==> config.mk <==
export PLATFORM = sky130hd
export DESIGN_NAME = fatx_txbuf_reader
export DESIGN_NICKNAME = d
export VERILOG_FILES = /design/src/rtl/fatx_pkg.sv /design/src/rtl/fatx_offset_cmp.sv /design/src/rtl/fatx_wr_ctrl.sv /design/src/rtl/fatx_rd_ctrl.sv /design/src/rtl/fatx_fill_track.sv /design/src/rtl/fatx_txbuf_reader.sv
export SDC_FILE = /design/constraint.sdc
export NUM_CORES = 1
export LEC_CHECK = 0
export ABC_AREA = 1
export BUFFER_PORTS_ARGS = -buffer_cell sky130_fd_sc_hd__buf_4
export CAP_MARGIN = 40
export CORE_MARGIN = 5
export CORE_UTILIZATION = 44
export DETAILED_ROUTE_END_ITERATION = 10
export PLACE_DENSITY_LB_ADDON = 0.05
export SYNTH_ARGS = -nofsm -noshare
export SYNTH_HDL_FRONTEND = slang
export SYNTH_SLANG_ARGS = --single-unit
==> constraint.sdc <==
create_clock -name clk -period 3.2 [get_ports clk]
set_clock_uncertainty 0.15 [all_clocks]
set_input_delay 0.16 -clock clk [delete_from_list [all_inputs] [get_ports clk]]
set_output_delay 0.16 -clock clk [all_outputs]
set_load 0.005 [all_outputs]
==> src/rtl/fatx_pkg.sv <==
package fatx_pkg;

  // bit positions inside stat_clr
  localparam int unsigned CLR_OVF_BIT = 0;
  localparam int unsigned CLR_UDF_BIT = 1;

  typedef struct packed {
    logic udf;
    logic ovf;
  } fatx_stat_t;

  // next value of a sticky bit: a new event beats a clear in the same cycle
  function automatic logic sticky_next(input logic cur, input logic ev, input logic clr);
    return ev | (cur & ~clr);
  endfunction

endpackage

==> src/rtl/fatx_offset_cmp.sv <==
module fatx_offset_cmp #(
  parameter int POS_W = 12
) (
  input  logic [POS_W-1:0] frame_pos,
  input  logic [POS_W-1:0] map_ofs,
  input  logic [POS_W-1:0] wstart_ofs,
  output logic             map_hit,
  output logic             wstart_hit,
  output logic             order_bad
);

  always_comb begin
    map_hit    = (frame_pos == map_ofs);
    wstart_hit = (frame_pos == wstart_ofs);
    // writer must lead the reader inside the frame
    order_bad  = (wstart_ofs >= map_ofs);
  end

endmodule

==> src/rtl/fatx_wr_ctrl.sv <==
module fatx_wr_ctrl #(
  parameter int DATA_W = 32,
  parameter int AW     = 6
) (
  input  logic              clk,
  input  logic              rst,
  input  logic              wstart_hit,
  input  logic              wr_en,
  input  logic [DATA_W-1:0] wr_data,
  output logic              wr_take,
  output logic              mem_we,
  output logic [AW-1:0]     mem_waddr,
  output logic [DATA_W-1:0] mem_wdata
);

  logic          armed_q;
  logic [AW-1:0] wptr_q;
  logic [AW-1:0] wbase;

  always_comb begin
    wr_take = wr_en && (armed_q || wstart_hit);
    wbase   = wstart_hit ? '0 : wptr_q;
  end

  always_ff @(posedge clk) begin
    if (rst) begin
      armed_q   <= 1'b0;
      wptr_q    <= '0;
      mem_we    <= 1'b0;
      mem_waddr <= '0;
      mem_wdata <= '0;
    end else begin
      if (wstart_hit) armed_q <= 1'b1;
      mem_we <= wr_take;
      if (wr_take) begin
        mem_waddr <= wbase;
        mem_wdata <= wr_data;
        wptr_q    <= wbase + AW'(1);
      end else begin
        wptr_q    <= wbase;
      end
    end
  end

endmodule

==> src/rtl/fatx_rd_ctrl.sv <==
module fatx_rd_ctrl #(
  parameter int DATA_W = 32,
  parameter int AW     = 6,
  parameter int K_LEN  = 16,
  parameter int KW     = 4
) (
  input  logic              clk,
  input  logic              rst,
  input  logic              map_hit,
  input  logic              tx_slot,
  input  logic [DATA_W-1:0] mem_rdata,
  output logic              rd_take,
  output logic              mem_re,
  output logic [AW-1:0]     mem_raddr,
  output logic              tx_valid,
  output logic [DATA_W-1:0] tx_data,
  output logic [KW-1:0]     tx_k
);

  localparam logic [KW-1:0] K_LAST = KW'(K_LEN - 1);

  logic          armed_q;
  logic [AW-1:0] rptr_q;
  logic [AW-1:0] rbase;
  logic [KW-1:0] k_q;
  logic [KW-1:0] kbase;
  logic [KW-1:0] k_s1;
  logic          v_s2;
  logic [KW-1:0] k_s2;

  always_comb begin
    rd_take = tx_slot && (armed_q || map_hit);
    rbase   = map_hit ? '0 : rptr_q;
    kbase   = map_hit ? '0 : k_q;
  end

  // stage 1: pointer, K and the RAM request
  always_ff @(posedge clk) begin
    if (rst) begin
      armed_q   <= 1'b0;
      rptr_q    <= '0;
      k_q       <= '0;
      k_s1      <= '0;
      mem_re    <= 1'b0;
      mem_raddr <= '0;
    end else begin
      if (map_hit) armed_q <= 1'b1;
      mem_re <= rd_take;
      if (rd_take) begin
        mem_raddr <= rbase;
        rptr_q    <= rbase + AW'(1);
        k_s1      <= kbase;
        k_q       <= (kbase == K_LAST) ? '0 : kbase + KW'(1);
      end else begin
        rptr_q    <= rbase;
        k_q       <= kbase;
      end
    end
  end

  // stage 2: wait for RAM data; stage 3: present the word
  always_ff @(posedge clk) begin
    if (rst) begin
      v_s2     <= 1'b0;
      k_s2     <= '0;
      tx_valid <= 1'b0;
      tx_data  <= '0;
      tx_k     <= '0;
    end else begin
      v_s2     <= mem_re;
      if (mem_re) k_s2 <= k_s1;
      tx_valid <= v_s2;
      if (v_s2) begin
        tx_data <= mem_rdata;
        tx_k    <= k_s2;
      end
    end
  end

endmodule

==> src/rtl/fatx_fill_track.sv <==
module fatx_fill_track
  import fatx_pkg::*;
#(
  parameter int DEPTH = 64,
  parameter int FW    = 7
) (
  input  logic       clk,
  input  logic       rst,
  input  logic       wstart_hit,
  input  logic       wr_take,
  input  logic       rd_take,
  input  logic [1:0] stat_clr,
  output fatx_stat_t stat
);

  localparam logic [FW-1:0] FULL = FW'(DEPTH);

  logic [FW-1:0] fill_q;
  logic [FW-1:0] base;
  logic [FW-1:0] after_wr;
  logic [FW-1:0] after_rd;
  logic          ovf_ev;
  logic          udf_ev;

  always_comb begin
    base     = wstart_hit ? '0 : fill_q;
    ovf_ev   = wr_take && (base == FULL);
    udf_ev   = rd_take && (base == '0);
    after_wr = (wr_take && (base != FULL)) ? base + FW'(1) : base;
    after_rd = (rd_take && (after_wr != '0)) ? after_wr - FW'(1) : after_wr;
  end

  always_ff @(posedge clk) begin
    if (rst) begin
      fill_q <= '0;
      stat   <= '0;
    end else begin
      fill_q   <= after_rd;
      stat.ovf <= sticky_next(stat.ovf, ovf_ev, stat_clr[CLR_OVF_BIT]);
      stat.udf <= sticky_next(stat.udf, udf_ev, stat_clr[CLR_UDF_BIT]);
    end
  end

endmodule

==> src/rtl/fatx_txbuf_reader.sv <==
module fatx_txbuf_reader
  import fatx_pkg::*;
#(
  parameter int DATA_W = 32,
  parameter int DEPTH  = 64,
  parameter int POS_W  = 12,
  parameter int K_LEN  = 16,
  localparam int AW    = $clog2(DEPTH),
  localparam int FW    = AW + 1,
  localparam int KW    = (K_LEN > 1) ? $clog2(K_LEN) : 1
) (
  input  logic              clk,
  input  logic              rst,
  input  logic [POS_W-1:0]  frame_pos,
  input  logic [POS_W-1:0]  map_ofs,
  input  logic [POS_W-1:0]  wstart_ofs,
  input  logic              wr_en,
  input  logic [DATA_W-1:0] wr_data,
  input  logic              tx_slot,
  input  logic [1:0]        stat_clr,
  input  logic [DATA_W-1:0] mem_rdata,
  output logic              mem_we,
  output logic [AW-1:0]     mem_waddr,
  output logic [DATA_W-1:0] mem_wdata,
  output logic              mem_re,
  output logic [AW-1:0]     mem_raddr,
  output logic              tx_valid,
  output logic [DATA_W-1:0] tx_data,
  output logic [KW-1:0]     tx_k,
  output logic              st_ovf,
  output logic              st_udf,
  output logic              cfg_err
);

  initial begin
    if (DEPTH < 2 || (1 << AW) != DEPTH)
      $error("DEPTH must be a power of two of at least 2");
  end

  logic       map_hit;
  logic       wstart_hit;
  logic       order_bad;
  logic       wr_take;
  logic       rd_take;
  fatx_stat_t stat;

  fatx_offset_cmp #(.POS_W(POS_W)) u_cmp (
    .frame_pos  (frame_pos),
    .map_ofs    (map_ofs),
    .wstart_ofs (wstart_ofs),
    .map_hit    (map_hit),
    .wstart_hit (wstart_hit),
    .order_bad  (order_bad)
  );

  fatx_wr_ctrl #(.DATA_W(DATA_W), .AW(AW)) u_wr (
    .clk        (clk),
    .rst        (rst),
    .wstart_hit (wstart_hit),
    .wr_en      (wr_en),
    .wr_data    (wr_data),
    .wr_take    (wr_take),
    .mem_we     (mem_we),
    .mem_waddr  (mem_waddr),
    .mem_wdata  (mem_wdata)
  );

  fatx_rd_ctrl #(.DATA_W(DATA_W), .AW(AW), .K_LEN(K_LEN), .KW(KW)) u_rd (
    .clk       (clk),
    .rst       (rst),
    .map_hit   (map_hit),
    .tx_slot   (tx_slot),
    .mem_rdata (mem_rdata),
    .rd_take   (rd_take),
    .mem_re    (mem_re),
    .mem_raddr (mem_raddr),
    .tx_valid  (tx_valid),
    .tx_data   (tx_data),
    .tx_k      (tx_k)
  );

  fatx_fill_track #(.DEPTH(DEPTH), .FW(FW)) u_fill (
    .clk        (clk),
    .rst        (rst),
    .wstart_hit (wstart_hit),
    .wr_take    (wr_take),
    .rd_take    (rd_take),
    .stat_clr   (stat_clr),
    .stat       (stat)
  );

  always_ff @(posedge clk) begin
    if (rst) cfg_err <= 1'b0;
    else     cfg_err <= order_bad;
  end

  assign st_ovf = stat.ovf;
  assign st_udf = stat.udf;

endmodule

[Yosys cells after proc, flatten, opt, wreduce, memory -nomap -nowiden]
Index checks and enable logic that the tools add are counted.
Word-level totals
  bits of input ports: 106
  flip-flop bits (word level): 120
  logic and storage cells: 57
  output and inout port bits: 86
Operators by class
  magnitude comparators: 1
  bitwise gates (word level): 6
  muxes and demuxes: 10
  $add $sub $neg: 5
  reductions and logical operators: 10
  equal/unequal tests: 5
Operators by type and width (count)
  $eq 12x12->1: 2
  $mux 6: 4
  $mux 7: 3
  $add 6x1->6 const B: 2
  $ge 12x12->1: 1
  $mux 4: 3
  $add 7x1->7 const B: 1
  $eq 7x7->1 const B: 1
  $logic_not 7->1: 1
  $ne 7x7->1 const B: 1
  $reduce_bool 7->1: 1
  $sub 7x1->7 const B: 1
  $logic_and 1x1->1: 6
  $add 4x1->4 const B: 1
  $eq 4x4->1 const B: 1
  $and 1x1->1: 2
  $logic_or 1x1->1: 2
  $not 1->1: 2
  $or 1x1->1: 2

[Longest topological paths before layout]
Gate-level depths: netlist of the first run.
  depth in word-level cells: 8
  gate-level depth with buffers: 24
  gate-level depth less buffers: 22

[By module]
From an unflattened synthesis of the first run, not the netlist that was laid out.
Unflattened totals
  cells, all modules: 785
  area, all modules: 5594.1 um^2
By module, submodules not included
  fatx_rd_ctrl: seq. area each 1281.2 um^2, times used 1, area each 2373.5 um^2, cells an instance 303
  fatx_wr_ctrl: seq. area each 920.9 um^2, times used 1, area each 1674.1 um^2, cells an instance 213
  fatx_fill_track: seq. area each 180.2 um^2, times used 1, area each 829.5 um^2, cells an instance 134
  fatx_offset_cmp: seq. area each 0.0 um^2, times used 1, area each 686.9 um^2, cells an instance 132
  fatx_txbuf_reader: seq. area each 20.0 um^2, times used 1, area each 30.0 um^2, cells an instance 3

[Worst setup path after synthesis of the first run]
Ideal clock, no wire load.
  kind: input-to-reg
  start: input frame_pos[8]
  end: register u_fill.fill_q[5]
  buffers on the path: 2
  data required time: 2.918 ns
  arrival: 2.128 ns
  setup slack: 0.789 ns
  library setup time: 0.132 ns
  stages on the path: 21
  path through: xnor2_1 nand2_1 nor2_2 nand3_4 buf_6 buf_6 nand2_1 inv_2 ha_1 nand2_1 inv_1 nand4_1 nand2_1 nand3_1 nand2_1 nor2_2 nand2_2 nor2_2 nor2_4 nand2_1 a21oi_1
On the way
  cells in the longest elaborated chain, start to end: 8
  elaborated cells on any way between the ends: 15
  those cells by class: add/sub (2); eq/ne (3); mux (3); reduce/logical (7)
RTL lines
  from (decl): RTL line fatx_txbuf_reader.sv:14  | input logic [POS_W-1:0] frame_pos,
  parallel branches: the longest is 7 deep, another holds $add 7x1->7
  $mux 7 (*): RTL line fatx_fill_track.sv:30  | after_rd = (rd_take && (after_wr != '0)) ? after_wr - FW'(1) : after_wr;
  to (signal assigned): RTL line fatx_fill_track.sv:38  | fill_q <= after_rd;
  to (decl): RTL line fatx_fill_track.sv:18  | logic [FW-1:0] fill_q;
Every way passes the cells marked *.
A chain may end at the register's enable or synchronous reset.

[Worst setup path after layout of the first run]
  start: input frame_pos[1]
  end: register u_fill.fill_q[1]
The elaborated chain is that of the path after synthesis.

==> metrics.txt, run 1 <==
outcome=completed; wire per inst=13.3 um; hold_buf cts=68; Ports=192; Final HPWL DP=10300 um; Critical Path AT=2.68 ns; final core utilization=0.683; RSZ-0062 raised after global routing=no; commonest cells after routing, fill and taps aside=buf_4 (198), nor2_1 (172), dfxtp_1 (120); Total Wirelength=15400 um; Crit Path Category=primary input to flip-flop; Syn Inst Count=743; ANT nets after route=0; DRC Markers=0; clk sinks=120; die area=14600 um2; CP endpoint kind=flip-flop; sequential fraction of the synthesis area=0.446; Max-cap violations=0; most common cell after layout, fill and taps aside=buf_4; global-route wire length before repair=24700 um; reg-to-reg critical path startpoint=u_fill.fill_q[1]$_SDFF_PP0_; # resized after CTS=0; GRT Total Usage=0.208; Final Instance Area=8200 um2; Synth top area share=0.446; final setup violation count=0; ys flop type=dfxtp_1; CP most frequent cell=nand2_1; main combinational cell family by area after synthesis=simple AND/OR/NAND/NOR gates; Vias=5606; Die Ht=121 um; site row count=40; TritonCTS Buffers=17; Core ar.=12000 um2; Yosys top cell by area=dfxtp_1; largest net degree at the start of global routing=98; CP Data Required Time=3.39 ns; pre-CTS setup slack=0.328 ns; Highest Clock Rate=around 0.4 GHz; measured slew at the worst slew-check pin=0.846 ns; HP Start=wstart_ofs[11]; Slew HR=0.436; Max H-tree Level=4; post-synthesis mux area share=0; Hold WC Path Type=primary input to flip-flop; synthesized net count=slightly below 900; Peak VDD IR=between 0.0003 and 0.0004 V; number of global-route vias before repair=between 5000 and 6000; Synth async-reset ratio=0; initial antenna violation count=0; Mean Syn Cell Area=7.25 um2; TNS Setup=0 ns; Crit. Startpoint=frame_pos[1]; gpl congestion=0.810; Clock Latency Late Sink=about 0.4 ns; Final Hold Fails=0; Root Driver=clkbuf_16; TritonCTS clock tree=built; Die Wd=approximately 120 um; postcts setup bufs=0; vias per cell=4.86; Initial Utilization=0.449; placed cell area=6900 um2; Area growth syn-to-layout=52.2%; Final min period=2.49 ns; iteration count of the initial detailed-routing pass=4; Slowest cell on crit path=nand3_4; fin crit share=0.778; final critical-path setup slack=0.711 ns; Initial DRC Count=284; crit path max fanout=24; Synthesis Warnings=0; synth top area cells=dfxtp_1 (45%), nor2_1 (12%), o21ai_0 (8.5%); Synth Area in Adders=0.0395; fraction of layout cells with a size suffix above 1=0.252; GRT overflow=0; Post-Synth Simple-Gate Area=0.260; post-synthesis xor/xnor area fraction=0.0325; PortBufs=between 150 and 200; Worst-path clk slew=0.06 ns; Nets=1117; clk buf depth=2; Yosys reg bits=120; Power, Total=3.72 mW; Worst R2R Setup Slack=0.78 ns; Synth cell types=37; Setup crit start kind=primary input; Max Slew Vio Count=0; number of flops mapped to enable cells by yosys=0; Cell Pwr Density=453 nW/um2; worst-path cell chain=buf_4 > xnor2_1 > nand2_1 > nor2_2 > nand3_4 > nand2_1 > inv_2 > ha_1 > nand2_1 > inv_1 > nand4_1 > nand2_1 > nand3_1 > nand2_1 > nor2_2 > nand2_2 > nor2_2 > nor2_4 > nand2_1 > nand2_1 > nor2_1; leakage power=4.01 nW; CP max stage delay=around 0.28 ns; post-synthesis compound-gate area fraction=0.146; post-synthesis instance area=5390 um2
[Yosys cell counts (all sizes together), types with 2 or more instances]
master / number
dfxtp: 120
nand4: 6
a211oi: 2
buf: 9
xor2: 12
o21a: 3
nand2: 124
a21oi: 37
inv: 68
clkbuf: 25
ha: 17
nor3: 7
o21ai: 96
nand3: 16
nor4: 4
nor2: 181
xnor2: 8
[routing by layer]
metal  routed length [um]  track usage  share of wire
met2                 7400        0.341           0.48
met4                  494       0.0949          0.032
met5                    0            0              0
met1                 6390        0.252           0.42
met3                 1080       0.0608          0.070
[worst paths after layout]
check                                endpoint  cells past startpoint
hold reg to reg     u_rd.armed_q$_SDFFE_PP0P_                      2
setup reg to reg  u_fill.fill_q[1]$_SDFF_PP0_                     13
hold / removal             cfg_err$_SDFF_PP0_                      6
setup / recovery  u_fill.fill_q[1]$_SDFF_PP0_                     21
[per-stage QoR]
step / hold WS, ns / std cells
after floorplan: 0.0880 / 743
after global placement: 0.231 / 1054
after detailed placement: 0.238 / 1054
after CTS: 0.0240 / 1153
after global routing: 0.0533 / 1153
final: 0.0373 / 1154
[power breakdown]
part	internal, mW	total, mW	switching, mW
sequential	1.50	1.50	0.000459
clock	1.28	1.93	0.654
combinational	0.177	0.285	0.109
total	2.95	3.72	0.763
[flip-flops by register name (all words and copies together) (netlist names), 2 cells and up]
signal	count
u_rd.tx_data	32
u_wr.mem_wdata	32
u_fill.fill_q	7
u_rd.mem_raddr	6
u_rd.rptr_q	6
u_wr.mem_waddr	6
u_wr.wptr_q	6
u_rd.k_q	4
u_rd.k_s1	4
u_rd.k_s2	4
u_rd.tx_k	4
u_fill.stat	2
[cell type report]
cell class | instances | area (um2)
inverters | 68 | 255
repair buffers | 266 | 2170
clock inverters | 11 | 148
well taps | 147 | 184
diodes | 1 | 2.50
fillers | 999 | 3810
multi-input cells | 521 | 2580
clock buffers | 20 | 467
flip-flops and latches | 120 | 2400
[critical path: cells and delay by family]
kind                     cells  cell delay [ns]
AND/OR/NAND/NOR             16             1.88
adder cells (fa/ha/maj)      1             0.24
buffers and inverters        3             0.21
XOR/XNOR                     1             0.18
[cell families (layout without fill, tap and decap cells)]
logic type,after synthesis,count (layout)
AND/OR/NAND/NOR,338,338
XOR/XNOR,20,20
other,0,1
adder cells (fa/ha/maj),17,17
flip-flops,120,120
AO/OA/AOI/OAI,146,146
buffers and inverters,102,365
Power figures use the tool's default switching activity.
==> inputs of run 2 (changes only) <==
Clock period 3.2 ns to 2.6 ns, I/O delays scaled along.
==> metrics.txt, run 2 (same netlist as run 1, synthesis figures left out) <==
outcome=completed (unchanged); Worst R2R Setup Slack=0.32 ns (was 0.78 ns); measured slew at the worst slew-check pin=0.843 ns (was 0.846 ns); Final Hold Fails=0 (unchanged); TritonCTS clock tree=built (unchanged); Final HPWL DP=10600 um (was 10300 um); vias per cell=4.86 (about the same); CP endpoint kind=flip-flop (unchanged); TNS Setup=0 ns (unchanged); Area growth syn-to-layout=52.1% (was 52.2%); postcts setup bufs=0 (unchanged); Setup crit start kind=flip-flop (was primary input); number of global-route vias before repair=5440 (was 5341); Critical R2R Capture=u_fill.fill_q[5]$_SDFF_PP0_ (was u_fill.fill_q[1]$_SDFF_PP0_); Root Driver=clkbuf_16 (unchanged); gpl congestion=0.819 (was 0.810); Worst Hold Path EP=cfg_err$_SDFF_PP0_ (unchanged); DRC Markers=0 (unchanged); Max-cap violations=0 (unchanged); largest net degree at the start of global routing=61 (was 98); HP Start=wstart_ofs[10] (was wstart_ofs[11]); fraction of layout cells with a size suffix above 1=0.256 (was 0.252); Total Wirelength=15400 um (about the same); clk sinks=120 (unchanged); GRT overflow=0 (unchanged); Crit Path Category=flip-flop to flip-flop (was primary input to flip-flop); commonest cells after routing, fill and taps aside=buf_4 (202), nor2_1 (172), dfxtp_1 (120) (was buf_4 (198), nor2_1 (172), dfxtp_1 (120)); final setup violation count=0 (unchanged); Highest Clock Rate=0.438 GHz; iteration count of the initial detailed-routing pass=6 (was 4); RSZ-0062 raised after global routing=no (unchanged); Initial Utilization=0.449 (unchanged); PortBufs=191 (unchanged); Clock Latency Late Sink=0.41 ns (was 0.40 ns); crit path max fanout=4 (was 24); most common cell after layout, fill and taps aside=buf_4 (unchanged); wire per inst=13.3 um (about the same); Vias=5644 (was 5606); Core ar.=12000 um2 (unchanged); Ports=192 (unchanged); Die Ht=121 um (unchanged); initial antenna violation count=0 (unchanged); Max Slew Vio Count=0 (unchanged); ANT nets after route=0 (unchanged); WHS Path Cells=6 (unchanged); ANT cells=0 (was 1); Peak VDD IR=0.000468 V (was 0.000344 V); Nets=1124 (was 1117); Slew HR=0.437 (was 0.436); Initial DRC Count=289 (was 284); Die Wd=121 um (unchanged); Worst-path clk slew=0.06 ns (about the same); Hold WC Path Type=primary input to flip-flop (unchanged); Final Instance Area=8200 um2 (about the same); Critical Path AT=2.48 ns (was 2.68 ns); placed cell area=6950 um2 (was 6900 um2); leakage power=4.01 nW (about the same); GRT Total Usage=0.211 (was 0.208); TritonCTS Buffers=17 (unchanged); CP Data Required Time=2.80 ns (was 3.39 ns); die area=14600 um2 (unchanged); global-route wire length before repair=25100 um (was 24700 um); site row count=40 (unchanged); worst reg-to-reg path cell count=15 (was 13); Final min period=2.28 ns; fin crit share=0.878; largest registers=u_rd.tx_data: 32 flops, u_wr.mem_wdata: 32 flops, u_fill.fill_q: 7 flops (unchanged); reg-to-reg critical path startpoint=u_fill.fill_q[1]$_SDFF_PP0_ (unchanged); Cell Pwr Density=523 nW/um2 (was 453 nW/um2); Max H-tree Level=4 (unchanged); clk buf depth=2 (unchanged)
==> run 2: layer usage <==
metal  wire, um  track usage
met2       7630        0.364
met3       1120       0.0734
met5          0            0
met1       6340        0.242
met4        329       0.0779
==> run 2: metrics by stage <==
stage / hold slack [ns] / total power [mW] / instances / setup slack (ns) / utilization
2_1_floorplan: 0.0580 / 1.99 / 743 / 0.219 / -
3_3_place_gp: 0.201 / 2.15 / 1059 / 0.152 / 0.579
3_5_place_dp: 0.207 / 2.15 / 1059 / 0.0649 / 0.579
4_1_cts: 0.00715 / 4.33 / 1161 / 0.327 / 0.682
5_1_grt: 0.0493 / 4.46 / 1161 / 0.0560 / 0.682
6_report: 0.0338 / 4.28 / 1161 / 0.318 / 0.682
==> run 2: where the power goes <==
part           total (mW)  switching (mW)  internal [mW]
registers            1.84        0.000529           1.84
clock network        2.08           0.844           1.24
logic               0.357           0.135          0.222
total                4.28           0.980           3.30
==> run 2: final cells by class <==
class	count	area, um2
inverters	68	255
flip-flops and latches	120	2400
clock buffers	18	439
fillers	1006	3820
repair buffers	273	2240
clock inverters	14	101
multi-input cells	521	2580
well taps	147	184
==> run 2: worst max path at each step <==
stage / cells past startpoint / startpoint / end
floorplan: 21 / frame_pos[8] / u_fill.fill_q[5]$_SDFF_PP0_
global placement: 19 / frame_pos[1] / u_fill.fill_q[1]$_SDFF_PP0_
detailed placement: 21 / frame_pos[1] / u_fill.fill_q[5]$_SDFF_PP0_
CTS: 15 / u_fill.fill_q[1]$_SDFF_PP0_ / u_fill.fill_q[5]$_SDFF_PP0_
global route: 15 / u_fill.fill_q[1]$_SDFF_PP0_ / u_fill.fill_q[6]$_SDFF_PP0_
finish: 15 / u_fill.fill_q[1]$_SDFF_PP0_ / u_fill.fill_q[5]$_SDFF_PP0_
==> run 2: critical path, stage by stage (launching register included) <==
cell and delay (ns):
dfxtp_1 0.40, inv_1 0.07, nor2_1 0.14, ha_1 0.25, nand2_1 0.09, o211ai_1 0.17
nand2_1 0.07, nand3_1 0.08, nand2_1 0.13, inv_1 0.10, nand2_1 0.05, nor2_1 0.15
nand2_1 0.10, nand2_1 0.08, nand2_1 0.05, a21oi_1 0.12
==> run 2: what timing repair did <==
item                      CTS  global route
gates resized for setup     0             0
hold endpoints to repair   91             0
hold buffers               70             0
==> inputs of run 3 (changes only) <==
Settings changed: GPL_TIMING_DRIVEN from default to 0, MAX_ROUTING_LAYER from default to met4.
==> metrics.txt, run 3 (same netlist as run 1, synthesis figures left out) <==
outcome=completed (unchanged); GRT Total Usage=0.230 (was 0.211); RSZ-0062 raised after global routing=no (unchanged); wire per inst=13.7 um (was 13.3 um); largest registers=u_rd.tx_data: 32 flops, u_wr.mem_wdata: 32 flops, u_fill.fill_q: 7 flops (unchanged); DRC Markers=0 (unchanged); commonest cells after routing, fill and taps aside=buf_4 (192), nor2_1 (170), dfxtp_1 (120) (was buf_4 (202), nor2_1 (172), dfxtp_1 (120)); TNS Setup=0 ns (unchanged); Power, Total=4.51 mW (was 4.28 mW); FILL cells=964 (was 1006); CP endpoint kind=flip-flop (unchanged); worst reg-to-reg path cell count=12 (was 15); Nets=1144 (was 1124); ANT nets after route=0 (unchanged); Die Ht=121 um (unchanged); number of global-route vias before repair=5768 (was 5440); Initial DRC Count=366 (was 289); gpl congestion=0.848 (was 0.819); Total Wirelength=16100 um (was 15400 um); Hold WC Path Type=primary input to flip-flop (unchanged); Clock power frac=0.512 (was 0.487); clk buf depth=2 (unchanged); Worst-path clk slew=0.06 ns (about the same); dpl cells=1081 (was 1059); Peak VDD IR=0.000456 V (was 0.000468 V); fraction of layout cells with a size suffix above 1=0.251 (was 0.256); crit path max fanout=10 (was 4); final core utilization=0.689 (was 0.682); leakage power=4.03 nW (was 4.01 nW); Worst R2R Setup Slack=0.23 ns (was 0.32 ns); initial antenna violation count=0 (unchanged); Vias=5753 (was 5644); Max Slew Vio Count=0 (unchanged); most common cell after layout, fill and taps aside=buf_4 (unchanged); Crit Path Category=primary input to flip-flop (was flip-flop to flip-flop); largest net degree at the start of global routing=17 (was 61); Root Driver=clkbuf_16 (unchanged); Comb pwr share=0.080 (was 0.083); NetSw=1.09 mW (was 980 uW); Area growth syn-to-layout=53.7% (was 52.1%); Final min period=2.39 ns (was 2.28 ns); final setup violation count=0 (unchanged); Max-cap violations=0 (unchanged); Final Hold Fails=0 (unchanged); measured slew at the worst slew-check pin=0.571 ns (was 0.843 ns); internal cell power=3.41 mW (was 3.30 mW); site row count=40 (unchanged); TritonCTS clock tree=built (unchanged); fin crit share=0.918 (was 0.878); CP Data Required Time=2.80 ns (about the same); Slew HR=0.620 (was 0.437); Die Wd=121 um (unchanged); TritonCTS Buffers=17 (unchanged); GRT overflow=0 (unchanged); sw frac=0.243 (was 0.229); Core ar.=12000 um2 (unchanged); clk sinks=120 (unchanged); Max H-tree Level=4 (unchanged); part of the power in registers=0.408 (was 0.430); worst setup path end=u_fill.fill_q[5]$_SDFF_PP0_ (unchanged); Crit. Startpoint=frame_pos[1] (was u_fill.fill_q[1]$_SDFF_PP0_); Setup crit start kind=primary input (was flip-flop); Highest Clock Rate=0.419 GHz (was 0.438 GHz); reg-to-reg critical path startpoint=u_fill.fill_q[1]$_SDFF_PP0_ (unchanged); vias per cell=4.87 (was 4.86); die area=14600 um2 (unchanged); Clock Latency Late Sink=0.42 ns (was 0.41 ns); Final HPWL DP=11500 um (was 10600 um); global-route wire length before repair=26500 um (was 25100 um); Non-Filler Instances=1181 (was 1161); iteration count of the initial detailed-routing pass=5 (was 6); Critical R2R Capture=u_fill.fill_q[5]$_SDFF_PP0_ (unchanged); PortBufs=191 (unchanged); ANT cells=0 (unchanged); Initial Utilization=0.449 (unchanged); Ports=192 (unchanged); Cell Pwr Density=544 nW/um2 (was 523 nW/um2); Critical Path AT=2.58 ns (was 2.48 ns)
run 3: worst min-delay path by stage:
stage / slack (ns) / endpoint / from / cells past startpoint
2_1_floorplan: 0.06 / u_wr.wptr_q[4]$_SDFF_PP0_ / rst / 1
3_3_place_gp: 0.20 / u_rd.tx_data[31]$_SDFFE_PP0P_ / mem_rdata[31] / 3
3_5_place_dp: 0.21 / u_rd.tx_data[16]$_SDFFE_PP0P_ / mem_rdata[16] / 3
4_1_cts: 0.005 / cfg_err$_SDFF_PP0_ / wstart_ofs[11] / 6
5_1_grt: 0.06 / cfg_err$_SDFF_PP0_ / wstart_ofs[11] / 6
6_report: 0.01 / cfg_err$_SDFF_PP0_ / wstart_ofs[11] / 6
run 3: area by class of cell:
class	count	area, um2	share of cell area
Clock inverter	15	155	0.0187
Tap cell	147	184	0.0222
Clock buffer	17	425	0.0514
Multi-Input combinational cell	521	2590	0.313
Timing Repair Buffer	259	2110	0.255
Buffer	34	154	0.0186
Inverter	68	255	0.0308
Sequential cell	120	2400	0.290
run 3: power groups by stage:
stage / logic (mW) / clock network, mW / registers [mW]
6_report: 0.359 / 2.31 / 1.84
2_1_floorplan: 0.105 / 0 / 1.88
3_3_place_gp: 0.268 / 0 / 1.88
4_1_cts: 0.357 / 2.34 / 1.84
3_5_place_dp: 0.274 / 0 / 1.88
5_1_grt: 0.394 / 2.44 / 1.84
run 3: routing by layer:
| metal | up-vias | part of all wire | track usage |
|---|---|---|---|
| met4 | 0 | 0.014 | 0.0602 |
| met3 | 25 | 0.054 | 0.0636 |
| met1 | 2621 | 0.44 | 0.271 |
| met5 | - | 0 | - |
| li1 | 2939 | - | - |
| met2 | 168 | 0.50 | 0.389 |
run 3: metrics by stage:
step	area, um2	hold slack (ns)	setup slack (ns)
after floorplan	5390	0.0580	0.219
after global routing	8280	0.0642	0.0112
after detailed placement	7010	0.207	-0.314
after CTS	8260	0.00456	0.113
after global placement	7010	0.202	-0.272
final	8280	0.0111	0.213
run 3: critical path, cell delays in order:
cell,delay [ns]
buf_4,0.12
xnor2_1,0.19
nand2_1,0.09
nor2_2,0.16
nand3_4,0.12
buf_6,0.17
buf_6,0.14
inv_1,0.09
nor2_2,0.05
ha_2,0.29
nand3_1,0.08
nand2_2,0.11
inv_1,0.05
ha_1,0.21
nand3_2,0.13
nor2_2,0.07
nor2_4,0.18
nand2_1,0.09
a21oi_2,0.11
run 3: what timing repair did:
item	in CTS	in global routing
endpoints found under the hold margin	69	0
hold buffers	67	0
endpoints found under the setup margin	0	7
setup buffers	0	1
resized for setup	0	6
